## config.mk

```make
export PLATFORM = sky130hd
export DESIGN_NAME = fpm_dram_ctrl
export DESIGN_NICKNAME = d
export VERILOG_FILES = /design/src/rtl/fpm_pkg.sv /design/src/rtl/fpm_refresh_timer.sv /design/src/rtl/fpm_row_tracker.sv /design/src/rtl/fpm_seq.sv /design/src/rtl/fpm_dram_ctrl.sv
export SDC_FILE = /design/constraint.sdc
export NUM_CORES = 1
export LEC_CHECK = 0
export ABC_AREA = 1
export BUFFER_PORTS_ARGS = -buffer_cell sky130_fd_sc_hd__clkbuf_2
export CORE_MARGIN = 1
export CORE_UTILIZATION = 45
export DETAILED_ROUTE_END_ITERATION = 8
export PLACE_DENSITY = 0.85
export SETUP_SLACK_MARGIN = 0.4
export SYNTH_ARGS = -nofsm -noshare
export SYNTH_HDL_FRONTEND = slang
export SYNTH_HIERARCHICAL = 1
export SYNTH_SLANG_ARGS = --single-unit
```

## constraint.sdc

```tcl
create_clock -name clk -period 6.5 [get_ports clk]
set_input_delay 1.3 -clock clk [delete_from_list [all_inputs] [get_ports clk]]
set_output_delay 1.3 -clock clk [all_outputs]
set_load 0.05 [all_outputs]
```

## src/rtl/fpm_pkg.sv

```systemverilog
package fpm_pkg;

    typedef enum logic [2:0] {
        ST_CLOSED,
        ST_RCD,
        ST_COL,
        ST_CAS,
        ST_CP,
        ST_OPEN,
        ST_REF_CAS,
        ST_REF_RAS
    } seq_state_e;

    typedef struct packed {
        logic ras_n;
        logic cas_n;
        logic we_n;
        logic oe_n;
    } strobe_t;

    localparam strobe_t STROBE_IDLE = '{ras_n: 1'b1, cas_n: 1'b1, we_n: 1'b1, oe_n: 1'b1};

    function automatic int fpm_max(input int a, input int b);
        return (a > b) ? a : b;
    endfunction

    function automatic int fpm_cnt_w(input int n);
        return (n < 2) ? 1 : $clog2(n + 1);
    endfunction

endpackage

```

## src/rtl/fpm_refresh_timer.sv

```systemverilog
module fpm_refresh_timer
    import fpm_pkg::*;
#(
    parameter int INTERVAL = 780
) (
    input  logic clk,
    input  logic rst,
    input  logic ack,
    output logic pending
);
    localparam int CNT_W = fpm_cnt_w(INTERVAL);
    localparam logic [CNT_W-1:0] LAST = CNT_W'(INTERVAL - 1);

    logic [CNT_W-1:0] cnt_q;
    logic             pend_q;
    logic             tick;

    assign tick    = (cnt_q == LAST);
    assign pending = pend_q;

    always_ff @(posedge clk) begin
        if (rst) begin
            cnt_q  <= '0;
            pend_q <= 1'b0;
        end else begin
            cnt_q  <= tick ? '0 : cnt_q + 1'b1;
            pend_q <= tick | (pend_q & ~ack);
        end
    end

    // a due refresh stays due until the sequencer takes it
    a_r8_pending_held: assert property (@(posedge clk) disable iff (rst)
        pend_q && !ack |=> pend_q);

endmodule

```

## src/rtl/fpm_row_tracker.sv

```systemverilog
module fpm_row_tracker #(
    parameter int ROW_W = 11
) (
    input  logic             clk,
    input  logic             rst,
    input  logic             open_set,
    input  logic             open_clr,
    input  logic [ROW_W-1:0] set_row,
    input  logic [ROW_W-1:0] req_row,
    output logic             open_valid,
    output logic             hit
);
    logic             valid_q;
    logic [ROW_W-1:0] row_q;

    always_ff @(posedge clk) begin
        if (rst) begin
            valid_q <= 1'b0;
            row_q   <= '0;
        end else if (open_clr) begin
            valid_q <= 1'b0;
        end else if (open_set) begin
            valid_q <= 1'b1;
            row_q   <= set_row;
        end
    end

    assign open_valid = valid_q;
    assign hit        = valid_q && (req_row == row_q);

    // the stored open row does not change while the page stays open
    a_r3_row_stable: assert property (@(posedge clk) disable iff (rst)
        valid_q && !open_clr |=> $stable(row_q));

endmodule

```

## src/rtl/fpm_seq.sv

```systemverilog
module fpm_seq
    import fpm_pkg::*;
#(
    parameter int ROW_W  = 11,
    parameter int COL_W  = 10,
    parameter int DATA_W = 72,
    parameter int T_RCD  = 3,
    parameter int T_CAS  = 2,
    parameter int T_CP   = 1,
    parameter int T_RP   = 3,
    localparam int DA_W  = fpm_max(ROW_W, COL_W)
) (
    input  logic              clk,
    input  logic              rst,
    input  logic              req_valid,
    input  logic              req_we,
    input  logic [ROW_W-1:0]  req_row,
    input  logic [COL_W-1:0]  req_col,
    input  logic [DATA_W-1:0] req_wdata,
    output logic              req_ready,
    input  logic              hit,
    input  logic              open_valid,
    output logic              row_open,
    output logic              row_close,
    input  logic              ref_pending,
    output logic              ref_ack,
    output logic              ras_n,
    output logic              cas_n,
    output logic              we_n,
    output logic              oe_n,
    output logic [DA_W-1:0]   addr,
    output logic [DATA_W-1:0] dq_out,
    output logic              dq_oe,
    input  logic [DATA_W-1:0] dq_in,
    output logic              rsp_valid,
    output logic [DATA_W-1:0] rsp_rdata
);
    localparam int WT_W = fpm_cnt_w(fpm_max(fpm_max(T_RCD + T_CAS, T_CP), T_RP));
    localparam logic [WT_W-1:0] W_RCD = WT_W'((T_RCD > 2) ? T_RCD - 2 : 0);
    localparam logic [WT_W-1:0] W_CAS = WT_W'(T_CAS - 1);
    localparam logic [WT_W-1:0] W_CP  = WT_W'(T_CP - 1);
    localparam logic [WT_W-1:0] W_RP  = WT_W'(T_RP - 1);
    localparam logic [WT_W-1:0] W_REF = WT_W'(T_RCD + T_CAS - 1);

    seq_state_e        state_q;
    strobe_t           strb_q;
    logic [DA_W-1:0]   addr_q;
    logic [DATA_W-1:0] dq_q;
    logic              dq_oe_q;
    logic [WT_W-1:0]   wait_q;
    logic [WT_W-1:0]   rp_q;
    logic [COL_W-1:0]  col_q;
    logic              wr_q;
    logic              sample_q;
    logic              rsp_v_q;
    logic [DATA_W-1:0] rsp_d_q;

    logic can_start, can_page, accept;

    always_comb begin
        can_start = (state_q == ST_CLOSED) && (rp_q == '0) && !ref_pending;
        can_page  = (state_q == ST_OPEN) && !ref_pending && hit;
        req_ready = can_start || can_page;
        accept    = req_valid && req_ready;
        row_open  = accept && (state_q == ST_CLOSED);
        row_close = (state_q == ST_OPEN) && (ref_pending || (req_valid && !hit));
        ref_ack   = (state_q == ST_CLOSED) && (rp_q == '0) && ref_pending;
    end

    always_ff @(posedge clk) begin
        if (rst) begin
            state_q  <= ST_CLOSED;
            strb_q   <= STROBE_IDLE;
            addr_q   <= '0;
            dq_q     <= '0;
            dq_oe_q  <= 1'b0;
            wait_q   <= '0;
            rp_q     <= '0;
            col_q    <= '0;
            wr_q     <= 1'b0;
            sample_q <= 1'b0;
            rsp_v_q  <= 1'b0;
            rsp_d_q  <= '0;
        end else begin
            rsp_v_q  <= 1'b0;
            sample_q <= 1'b0;
            if (sample_q) begin
                rsp_v_q     <= 1'b1;
                rsp_d_q     <= dq_in;
                strb_q.oe_n <= 1'b1;
            end
            if (rp_q != '0) rp_q <= rp_q - 1'b1;

            unique case (state_q)
                ST_CLOSED: begin
                    if (ref_ack) begin
                        strb_q.cas_n <= 1'b0;
                        state_q      <= ST_REF_CAS;
                    end else if (accept) begin
                        strb_q.ras_n <= 1'b0;
                        strb_q.we_n  <= !req_we;
                        strb_q.oe_n  <= req_we;
                        addr_q       <= DA_W'(req_row);
                        col_q        <= req_col;
                        wr_q         <= req_we;
                        dq_q         <= req_wdata;
                        dq_oe_q      <= req_we;
                        wait_q       <= W_RCD;
                        state_q      <= ST_RCD;
                    end
                end
                ST_RCD: begin
                    if (wait_q == '0) begin
                        addr_q  <= DA_W'(col_q);
                        state_q <= ST_COL;
                    end else begin
                        wait_q <= wait_q - 1'b1;
                    end
                end
                ST_COL: begin
                    strb_q.cas_n <= 1'b0;
                    wait_q       <= W_CAS;
                    state_q      <= ST_CAS;
                end
                ST_CAS: begin
                    if (wait_q == '0) begin
                        strb_q.cas_n <= 1'b1;
                        strb_q.we_n  <= 1'b1;
                        dq_oe_q      <= 1'b0;
                        sample_q     <= !wr_q;
                        wait_q       <= W_CP;
                        state_q      <= ST_CP;
                    end else begin
                        wait_q <= wait_q - 1'b1;
                    end
                end
                ST_CP: begin
                    if (wait_q == '0) state_q <= ST_OPEN;
                    else              wait_q  <= wait_q - 1'b1;
                end
                ST_OPEN: begin
                    if (row_close) begin
                        strb_q.ras_n <= 1'b1;
                        rp_q         <= W_RP;
                        state_q      <= ST_CLOSED;
                    end else if (accept) begin
                        strb_q.we_n <= !req_we;
                        strb_q.oe_n <= req_we;
                        addr_q      <= DA_W'(req_col);
                        wr_q        <= req_we;
                        dq_q        <= req_wdata;
                        dq_oe_q     <= req_we;
                        state_q     <= ST_COL;
                    end
                end
                ST_REF_CAS: begin
                    strb_q.ras_n <= 1'b0;
                    wait_q       <= W_REF;
                    state_q      <= ST_REF_RAS;
                end
                ST_REF_RAS: begin
                    if (wait_q == '0) begin
                        strb_q.ras_n <= 1'b1;
                        strb_q.cas_n <= 1'b1;
                        rp_q         <= W_RP;
                        state_q      <= ST_CLOSED;
                    end else begin
                        wait_q <= wait_q - 1'b1;
                    end
                end
                default: state_q <= ST_CLOSED;
            endcase
        end
    end

    assign ras_n     = strb_q.ras_n;
    assign cas_n     = strb_q.cas_n;
    assign we_n      = strb_q.we_n;
    assign oe_n      = strb_q.oe_n;
    assign addr      = addr_q;
    assign dq_out    = dq_q;
    assign dq_oe     = dq_oe_q;
    assign rsp_valid = rsp_v_q;
    assign rsp_rdata = rsp_d_q;

    // a write's enable is already low on the cycle before its column strobe falls
    a_r5_early_write: assert property (@(posedge clk) disable iff (rst)
        $fell(strb_q.cas_n) && !strb_q.ras_n && !strb_q.we_n |-> !$past(strb_q.we_n));
    // output enable is off for the whole write
    a_r5_oe_off_in_write: assert property (@(posedge clk) disable iff (rst)
        !strb_q.we_n |-> strb_q.oe_n);
    // bus driven only during a write
    a_r5_drive_only_write: assert property (@(posedge clk) disable iff (rst)
        dq_oe_q |-> !strb_q.we_n);
    // read response lasts one cycle
    a_r6_single_pulse: assert property (@(posedge clk) disable iff (rst)
        rsp_v_q |=> !rsp_v_q);
    // in a refresh the column strobe was already low before the row strobe fell
    a_r7_cas_first: assert property (@(posedge clk) disable iff (rst)
        $fell(strb_q.ras_n) && !strb_q.cas_n |-> !$past(strb_q.cas_n));
    // a refresh column strobe only happens when the timer asked for it
    a_r7_refresh_requested: assert property (@(posedge clk) disable iff (rst)
        $fell(strb_q.cas_n) && strb_q.ras_n |-> $past(ref_pending));
    // the two strobes never fall on the same edge
    a_r2_no_joint_fall: assert property (@(posedge clk) disable iff (rst)
        !($fell(strb_q.ras_n) && $fell(strb_q.cas_n)));
    // a page hit is only served with a row recorded as open
    a_r3_page_needs_row: assert property (@(posedge clk) disable iff (rst)
        can_page |-> open_valid && !strb_q.ras_n);

endmodule

```

## src/rtl/fpm_dram_ctrl.sv

```systemverilog
module fpm_dram_ctrl
    import fpm_pkg::*;
#(
    parameter int ROW_W        = 11,
    parameter int COL_W        = 10,
    parameter int DATA_W       = 72,
    parameter int T_RCD        = 3,
    parameter int T_CAS        = 2,
    parameter int T_CP         = 1,
    parameter int T_RP         = 3,
    parameter int REF_INTERVAL = 780,
    localparam int ADDR_W      = ROW_W + COL_W,
    localparam int DA_W        = fpm_max(ROW_W, COL_W)
) (
    input  logic              clk,
    input  logic              rst,
    input  logic              req_valid,
    output logic              req_ready,
    input  logic              req_we,
    input  logic [ADDR_W-1:0] req_addr,
    input  logic [DATA_W-1:0] req_wdata,
    output logic              rsp_valid,
    output logic [DATA_W-1:0] rsp_rdata,
    output logic              dram_ras_n,
    output logic              dram_cas_n,
    output logic              dram_we_n,
    output logic              dram_oe_n,
    output logic [DA_W-1:0]   dram_addr,
    output logic [DATA_W-1:0] dram_dq_out,
    output logic              dram_dq_oe,
    input  logic [DATA_W-1:0] dram_dq_in
);
    logic [ROW_W-1:0] req_row;
    logic [COL_W-1:0] req_col;
    logic hit, open_valid, row_open, row_close, ref_pending, ref_ack;

    assign req_row = req_addr[ADDR_W-1:COL_W];
    assign req_col = req_addr[COL_W-1:0];

    fpm_refresh_timer #(.INTERVAL(REF_INTERVAL)) u_timer (
        .clk     (clk),
        .rst     (rst),
        .ack     (ref_ack),
        .pending (ref_pending)
    );

    fpm_row_tracker #(.ROW_W(ROW_W)) u_rows (
        .clk        (clk),
        .rst        (rst),
        .open_set   (row_open),
        .open_clr   (row_close),
        .set_row    (req_row),
        .req_row    (req_row),
        .open_valid (open_valid),
        .hit        (hit)
    );

    fpm_seq #(
        .ROW_W (ROW_W), .COL_W (COL_W), .DATA_W (DATA_W),
        .T_RCD (T_RCD), .T_CAS (T_CAS), .T_CP (T_CP), .T_RP (T_RP)
    ) u_seq (
        .clk         (clk),
        .rst         (rst),
        .req_valid   (req_valid),
        .req_we      (req_we),
        .req_row     (req_row),
        .req_col     (req_col),
        .req_wdata   (req_wdata),
        .req_ready   (req_ready),
        .hit         (hit),
        .open_valid  (open_valid),
        .row_open    (row_open),
        .row_close   (row_close),
        .ref_pending (ref_pending),
        .ref_ack     (ref_ack),
        .ras_n       (dram_ras_n),
        .cas_n       (dram_cas_n),
        .we_n        (dram_we_n),
        .oe_n        (dram_oe_n),
        .addr        (dram_addr),
        .dq_out      (dram_dq_out),
        .dq_oe       (dram_dq_oe),
        .dq_in       (dram_dq_in),
        .rsp_valid   (rsp_valid),
        .rsp_rdata   (rsp_rdata)
    );

    // nothing is taken from the requester while a refresh is owed
    a_r8_no_accept_when_due: assert property (@(posedge clk) disable iff (rst)
        ref_pending && req_valid |=> !$rose(dram_cas_n) || dram_ras_n || !$past(req_ready));

endmodule

```

* Word-level counts from Yosys, hierarchy flattened
Cells that the tools add are included.
** Storage, ports and cells
- Output and inout bits :: 162
- Word-level logic and storage cells :: 139
- Bits in registers :: 205
- Input bits :: 169
** Cells by class
- Add/subtract/negate cells :: 3
- Bitwise logic cells :: 6
- Reduce and logical (&&, ||, !) cells :: 39
- Mux-type cells :: 50
- Equal/unequal tests :: 22
** Operator list (number)
- 72-bit 2-to-1 mux :: 3
- 72-bit case mux with 2 select lines :: 1
- 11-bit 2-to-1 mux :: 5
- 3-bit 2-to-1 mux :: 14
- 11-bit case mux with 3 select lines :: 1
- 3-bit case mux with 8 select lines :: 1
- 3-bit case mux with 5 select lines :: 1
- 1-bit 2-to-1 mux :: 13
- 3-bit == test, second input constant :: 4
- 2-bit by 1-bit != test with 1-bit output, second input constant :: 6
- 4-bit AND reduction :: 3
- 6-bit AND reduction :: 2
- 11-bit == test :: 1
- 10-bit by 1-bit adder with 10-bit output, second input constant :: 1
- 10-bit == test, second input constant :: 1
- 1-bit logical AND :: 10
- 2-bit != test, second input constant :: 5
- 3-bit zero test :: 3
- 3-bit nonzero test :: 3
- 2-bit 2-to-1 mux :: 4
- 1-bit case mux with 4 select lines :: 2
- 4-bit nonzero test :: 2
- 3-bit by 2-bit == test with 1-bit output, second input constant :: 2
- 3-bit by 2-bit != test with 1-bit output, second input constant :: 2
- other kinds (17) :: 30

* Depth between registers and ports, before layout
- Depth in word-level cells :: 8
- Depth in mapped cells :: 19
- Depth with buffers taken out :: 18

* Cells and area by module
Netlist, hierarchy kept.
** By module, submodules not included
- fpm_seq :: cells an instance 956, seq. area each 3643.5 µm², area an instance 6980.4 µm², instances 1
- fpm_row_tracker :: cells an instance 96, seq. area each 240.2 µm², area an instance 663.1 µm², instances 1
- fpm_refresh_timer :: cells an instance 71, seq. area each 220.2 µm², area an instance 521.8 µm², instances 1

* Worst setup path before layout
No wires, ideal clock.
- Kind :: input-to-output
- From :: in req_addr[15]
- To :: out req_ready
- Data arrival time :: 2.654 ns
- Buffers on the path :: 0
- Data required time :: 5.200 ns
- Stages :: 10
- Path slack :: 2.546 ns
- Cell sequence :: inv_1 nand2_1 nand2_1 inv_2 nand2_1 nor2_1 nand2_1 nor2_1 nand4_1 a21oi_1
** Between the ends
- Longest elaborated chain between the ends :: 4
** RTL lines
- start: declaration :: line fpm_dram_ctrl.sv:20 : input logic [ADDR_W-1:0] req_addr,
- 11-bit == test :: line fpm_row_tracker.sv:29 : assign hit = valid_q && (req_row == row_q);
- 1-bit logical AND :: line fpm_row_tracker.sv:29
- via hit :: line fpm_dram_ctrl.sv:35 : logic hit, open_valid, row_open, row_close, ref_pending, ref_ack;
- 1-bit logical AND :: line fpm_seq.sv:62 : can_page = (state_q == ST_OPEN) && !ref_pending && hit;
- 1-bit logical OR :: line fpm_seq.sv:63 : req_ready = can_start || can_page;
- end: declaration :: line fpm_dram_ctrl.sv:18 : output logic req_ready,
The timed path passes the listed nets, and every way through them passes these cells.

* Worst setup path in the final report
- From :: in req_addr[10]
- To :: out req_ready
The elaborated chain is that of the path after synthesis.

==> impl_summary.log <==
[metrics] Worst Skew: 0.0104 ns
[metrics] max-cap violation count: 0
[metrics] total routing usage reported by global routing: 0.229
[metrics] final clock period utilization by the worst path: 0.622
[metrics] Slowest-stage cell, CP: sky130_fd_sc_hd__clkbuf_2
[metrics] # rows: 48
[metrics] Hold Path Stages: 1
[metrics] leakage power of the design: 5.21 nW
[metrics] WP data required: 5.20 ns
[metrics] worst vdd rail ir drop: 0.000351 V
[metrics] register share of total power: 0.356
[metrics] setup repair after global routing missed its margin: false
[metrics] CTS Hold Bufs: 0
[metrics] pin slew with the least headroom to its limit: 0.904 ns
[metrics] type of the worst min-delay path: flip-flop to flip-flop
[metrics] pwr/cell area: 425 nW/um^2
[metrics] Via density: 4.86
[metrics] vias in the first global route: 7,244
[metrics] setup TNS after final layout: 0 ns
[metrics] minimum setup slack among reg-to-reg paths: 3.54 ns
[metrics] crit path cell chain: clkbuf_2 > inv_1 > nand2_1 > nand2_1 > inv_1 > nand2_1 > nor2_1 > nand2_1 > nor2_1 > nand4_1 > a21oi_1 > clkbuf_2
[metrics] final worst hold slack: 0.420 ns
[metrics] fraction of final layout cells with drive strength greater than 1: 0.284
[metrics] number of buffers added on ports: 330
[metrics] final core utilization: 0.604
[metrics] share of synthesized flip-flops with an asynchronous set or reset: 0
[metrics] shortest clock period the worst path allows after layout: 4.04 ns
[metrics] number of clock buffers inserted by TritonCTS: 23
[metrics] initial antenna violation count: 0
[metrics] number of vias in the routed layout: 8,090
[metrics] area inside the core boundary: 17,500 um^2
[metrics] library cells used by synthesis: 31
[metrics] maximum number of pins on one net before global-route repair: 88
[metrics] length in cells of the worst reg-to-reg path: 16
[metrics] Top FF cell, synth: sky130_fd_sc_hd__dfxtp_1
[metrics] mean cell area of the mapped netlist: 7.27 um^2
[metrics] largest stage delay on the critical path: 0.32 ns
[metrics] worst r2r src: u_rows/row_q[5]$_SDFFE_PP0P_
[metrics] Storage cell area: 4110 um^2
[metrics] Post-Synthesis Cells: 1,123
[metrics] DRC Markers: 0
[metrics] result of the run: finished clean
[metrics] starting density of the core: 0.466
[metrics] # resized after CTS: 0
[metrics] die span in y: 137 um
[metrics] count of final max-slew check failures: 0
[metrics] insertion delay to the later sink of the worst-skew pair: 0.49 ns
[metrics] HP Start: u_seq/wr_q$_SDFFE_PP0P_
[metrics] # H-tree levels: 1
[metrics] routed wire length per instance: 13.5 um
[metrics] Critical R2R Capture: u_seq/dq_out[65]$_SDFFE_PP0P_
[metrics] PnR Total Power: 4.50 mW
[metrics] Routability Congestion: 0.907
[metrics] maximum achievable frequency: 247 MHz
[metrics] kind of start point of the critical path: primary input
[metrics] number of synthesis warnings: 6
[metrics] cell area after synthesis: 8170 um^2
[metrics] clock tree from TritonCTS: yes
[metrics] DRT Pass-1 Iters: 5
[metrics] clk root buf: sky130_fd_sc_hd__clkbuf_16
[metrics] Setup CP Type: primary input to output port
[metrics] final layout net count: 1,598
[metrics] Mapped Nets: 1,297
[metrics] nature of the critical path endpoint: output port
[metrics] drt initial violations: 510
[metrics] number of enable flip-flop cells after synthesis: 0
[metrics] Final HPWL DP: 15,800 um
[metrics] clock share of power: 0.272
[metrics] count of state elements after synthesis: 205
[metrics] count of fill cells added during filler insertion: 1,624
[metrics] grt total ovfl: 0
[metrics] total die area: 18,700 um^2
[metrics] WP data arrival: 2.74 ns
[metrics] relative max-transition margin: 0.397
[metrics] combinational share of power: 0.371
[metrics] number of setup violations in the final report: 0
[metrics] wire length of the first global-routing pass: 34,600 um
[metrics] share of total power consumed by net switching: 0.414
[metrics] total length of routed wires: 22,400 um
[metrics] Setup Fix Bufs, Post-CTS: 0
[metrics] highest net fanout along the worst path: 4
[metrics] n_diodes: 0
[metrics] final hold violations: 0
[metrics] relative area change from synthesis to final layout: 29.6%
[metrics] end point of the worst hold path: u_seq/sample_q$_SDFF_PP0_
[metrics] die span in x: 137 um
[metrics] Most common cell on crit path: sky130_fd_sc_hd__nand2_1
[metrics] number of nets with antenna violations after routing: 0
[metrics] io pins: 331
[metrics] Clk pin slew, worst setup/hold paths: 0.06 ns
[metrics] number of buffers between clock root and the deepest sink: 3
[metrics] sinks on the clock net: 205
[metrics] switching pwr: 1.87 mW
[metrics] internal power of the cells: 2.64 mW
[metrics] area taken by multi-input logic gates: 3410 um^2
[metrics] register area share after synthesis: 0.503
==> cell usage after synthesis (3+ instances only) <==
cell,count,area (um^2)
sky130_fd_sc_hd__a211oi_2,7,87.6
sky130_fd_sc_hd__a21oi_1,102,510
sky130_fd_sc_hd__buf_2,19,95.1
sky130_fd_sc_hd__buf_4,4,30.0
sky130_fd_sc_hd__clkbuf_1,36,135
sky130_fd_sc_hd__dfxtp_1,205,4100
sky130_fd_sc_hd__ha_1,5,62.6
sky130_fd_sc_hd__inv_1,86,323
sky130_fd_sc_hd__inv_2,11,41.3
sky130_fd_sc_hd__nand2_1,264,991
sky130_fd_sc_hd__nand2_2,3,18.8
sky130_fd_sc_hd__nand3_1,17,85.1
sky130_fd_sc_hd__nand3_2,4,40.0
sky130_fd_sc_hd__nand4_1,14,87.6
sky130_fd_sc_hd__nor2_1,215,807
sky130_fd_sc_hd__nor2_2,4,25.0
sky130_fd_sc_hd__nor2_4,3,33.8
sky130_fd_sc_hd__o21ai_0,93,465
sky130_fd_sc_hd__o21ai_1,9,45.0
sky130_fd_sc_hd__xnor2_1,4,35.0
sky130_fd_sc_hd__xor2_1,4,35.0
==> layout make-up <==
class / instances / share of cell area
clock buffer: 32 / 0.0613
clock inverter: 7 / 0.00567
inverter: 97 / 0.0344
multi-input combinational: 759 / 0.322
sequential: 205 / 0.388
tap: 225 / 0.0266
timing repair buffer: 338 / 0.162
==> placed cells by master (no fill, tap or decap), types with 6 or more instances in the layout <==
master                      synthesis  layout
sky130_fd_sc_hd__clkbuf_2           0     329
sky130_fd_sc_hd__nand2_1          264     264
sky130_fd_sc_hd__nor2_1           215     215
sky130_fd_sc_hd__dfxtp_1          205     204
sky130_fd_sc_hd__a21oi_1          102     102
sky130_fd_sc_hd__o21ai_0           93      93
sky130_fd_sc_hd__inv_1             86      85
sky130_fd_sc_hd__clkbuf_16          0      23
sky130_fd_sc_hd__nand3_1           17      17
sky130_fd_sc_hd__nand4_1           14      14
sky130_fd_sc_hd__inv_2             11      12
sky130_fd_sc_hd__buf_4              4       9
sky130_fd_sc_hd__o21ai_1            9       9
sky130_fd_sc_hd__a211oi_2           7       7
sky130_fd_sc_hd__clkinv_2           0       6
==> state kept, by name, summed over array words and instances (netlist names), 3 cells and up <==
| signal | cells |
|---|---|
| u_seq/dq_out | 72 |
| u_seq/col_q | 10 |
| u_seq/state_q | 3 |
| u_seq/wait_q | 3 |
| u_rows/row_q | 11 |
| u_seq/rp_q | 3 |
| u_timer/cnt_q | 10 |
| u_seq/addr | 11 |
| u_seq/rsp_rdata | 72 |
==> worst max-delay path: cells and delay by family <==
| kind | cells | cell delay, ns |
|---|---|---|
| buf+inv | 4 | 0.52 |
| simple gates | 7 | 0.65 |
| compound gates | 1 | 0.25 |
==> worst max path at each step <==
stage          slack, ns        end          from
4_1_cts             2.48  req_ready  req_addr[10]
2_1_floorplan       2.55  req_ready  req_addr[15]
3_5_place_dp        2.49  req_ready  req_addr[10]
5_1_grt             2.29  req_ready  req_addr[13]
6_report            2.46  req_ready  req_addr[10]
3_3_place_gp        2.53  req_ready  req_addr[15]
==> cells by family (layout without fill, tap and decap cells) <==
| logic type | count (synthesis) | after routing | synth area share |
|---|---|---|---|
| AO/OA/AOI/OAI | 217 | 217 | 0.141 |
| XOR/XNOR | 8 | 8 | 0.00858 |
| adder cells (fa/ha/maj) | 5 | 5 | 0.00766 |
| buffers and inverters | 159 | 474 | 0.0797 |
| flip-flops | 205 | 205 | 0.503 |
| AND/OR/NAND/NOR | 529 | 529 | 0.260 |
==> routing by layer <==
layer | wire [um] | global-route usage | up-vias | share of wire
met3 | 1890 | 0.0574 | 45 | 0.084
li1 | - | - | 4143 | -
met1 | 9260 | 0.287 | 3563 | 0.41
met4 | 617 | 0.0809 | 0 | 0.028
met2 | 10600 | 0.378 | 339 | 0.47
met5 | 0 | 0 | - | 0
==> power groups by stage <==
stage / combinational, mW / clock [mW] / sequential, mW
floorplan: 0.791 / 0 / 2.15
global placement: 1.64 / 0 / 1.62
detailed placement: 1.67 / 0 / 1.63
CTS: 1.67 / 1.26 / 1.60
global route: 1.84 / 1.30 / 1.63
finish: 1.67 / 1.23 / 1.60
==> through the flow <==
stage | setup slack [ns] | instance area (um^2) | instances
6_report | 2.46 | 10600 | 1663
4_1_cts | 2.48 | 10600 | 1663
3_5_place_dp | 2.49 | 9880 | 1624
3_3_place_gp | 2.53 | 9880 | 1624
2_1_floorplan | 2.55 | 8170 | 1123
5_1_grt | 2.29 | 10600 | 1663
No activity file was read; power rests on OpenSTA's default activity.
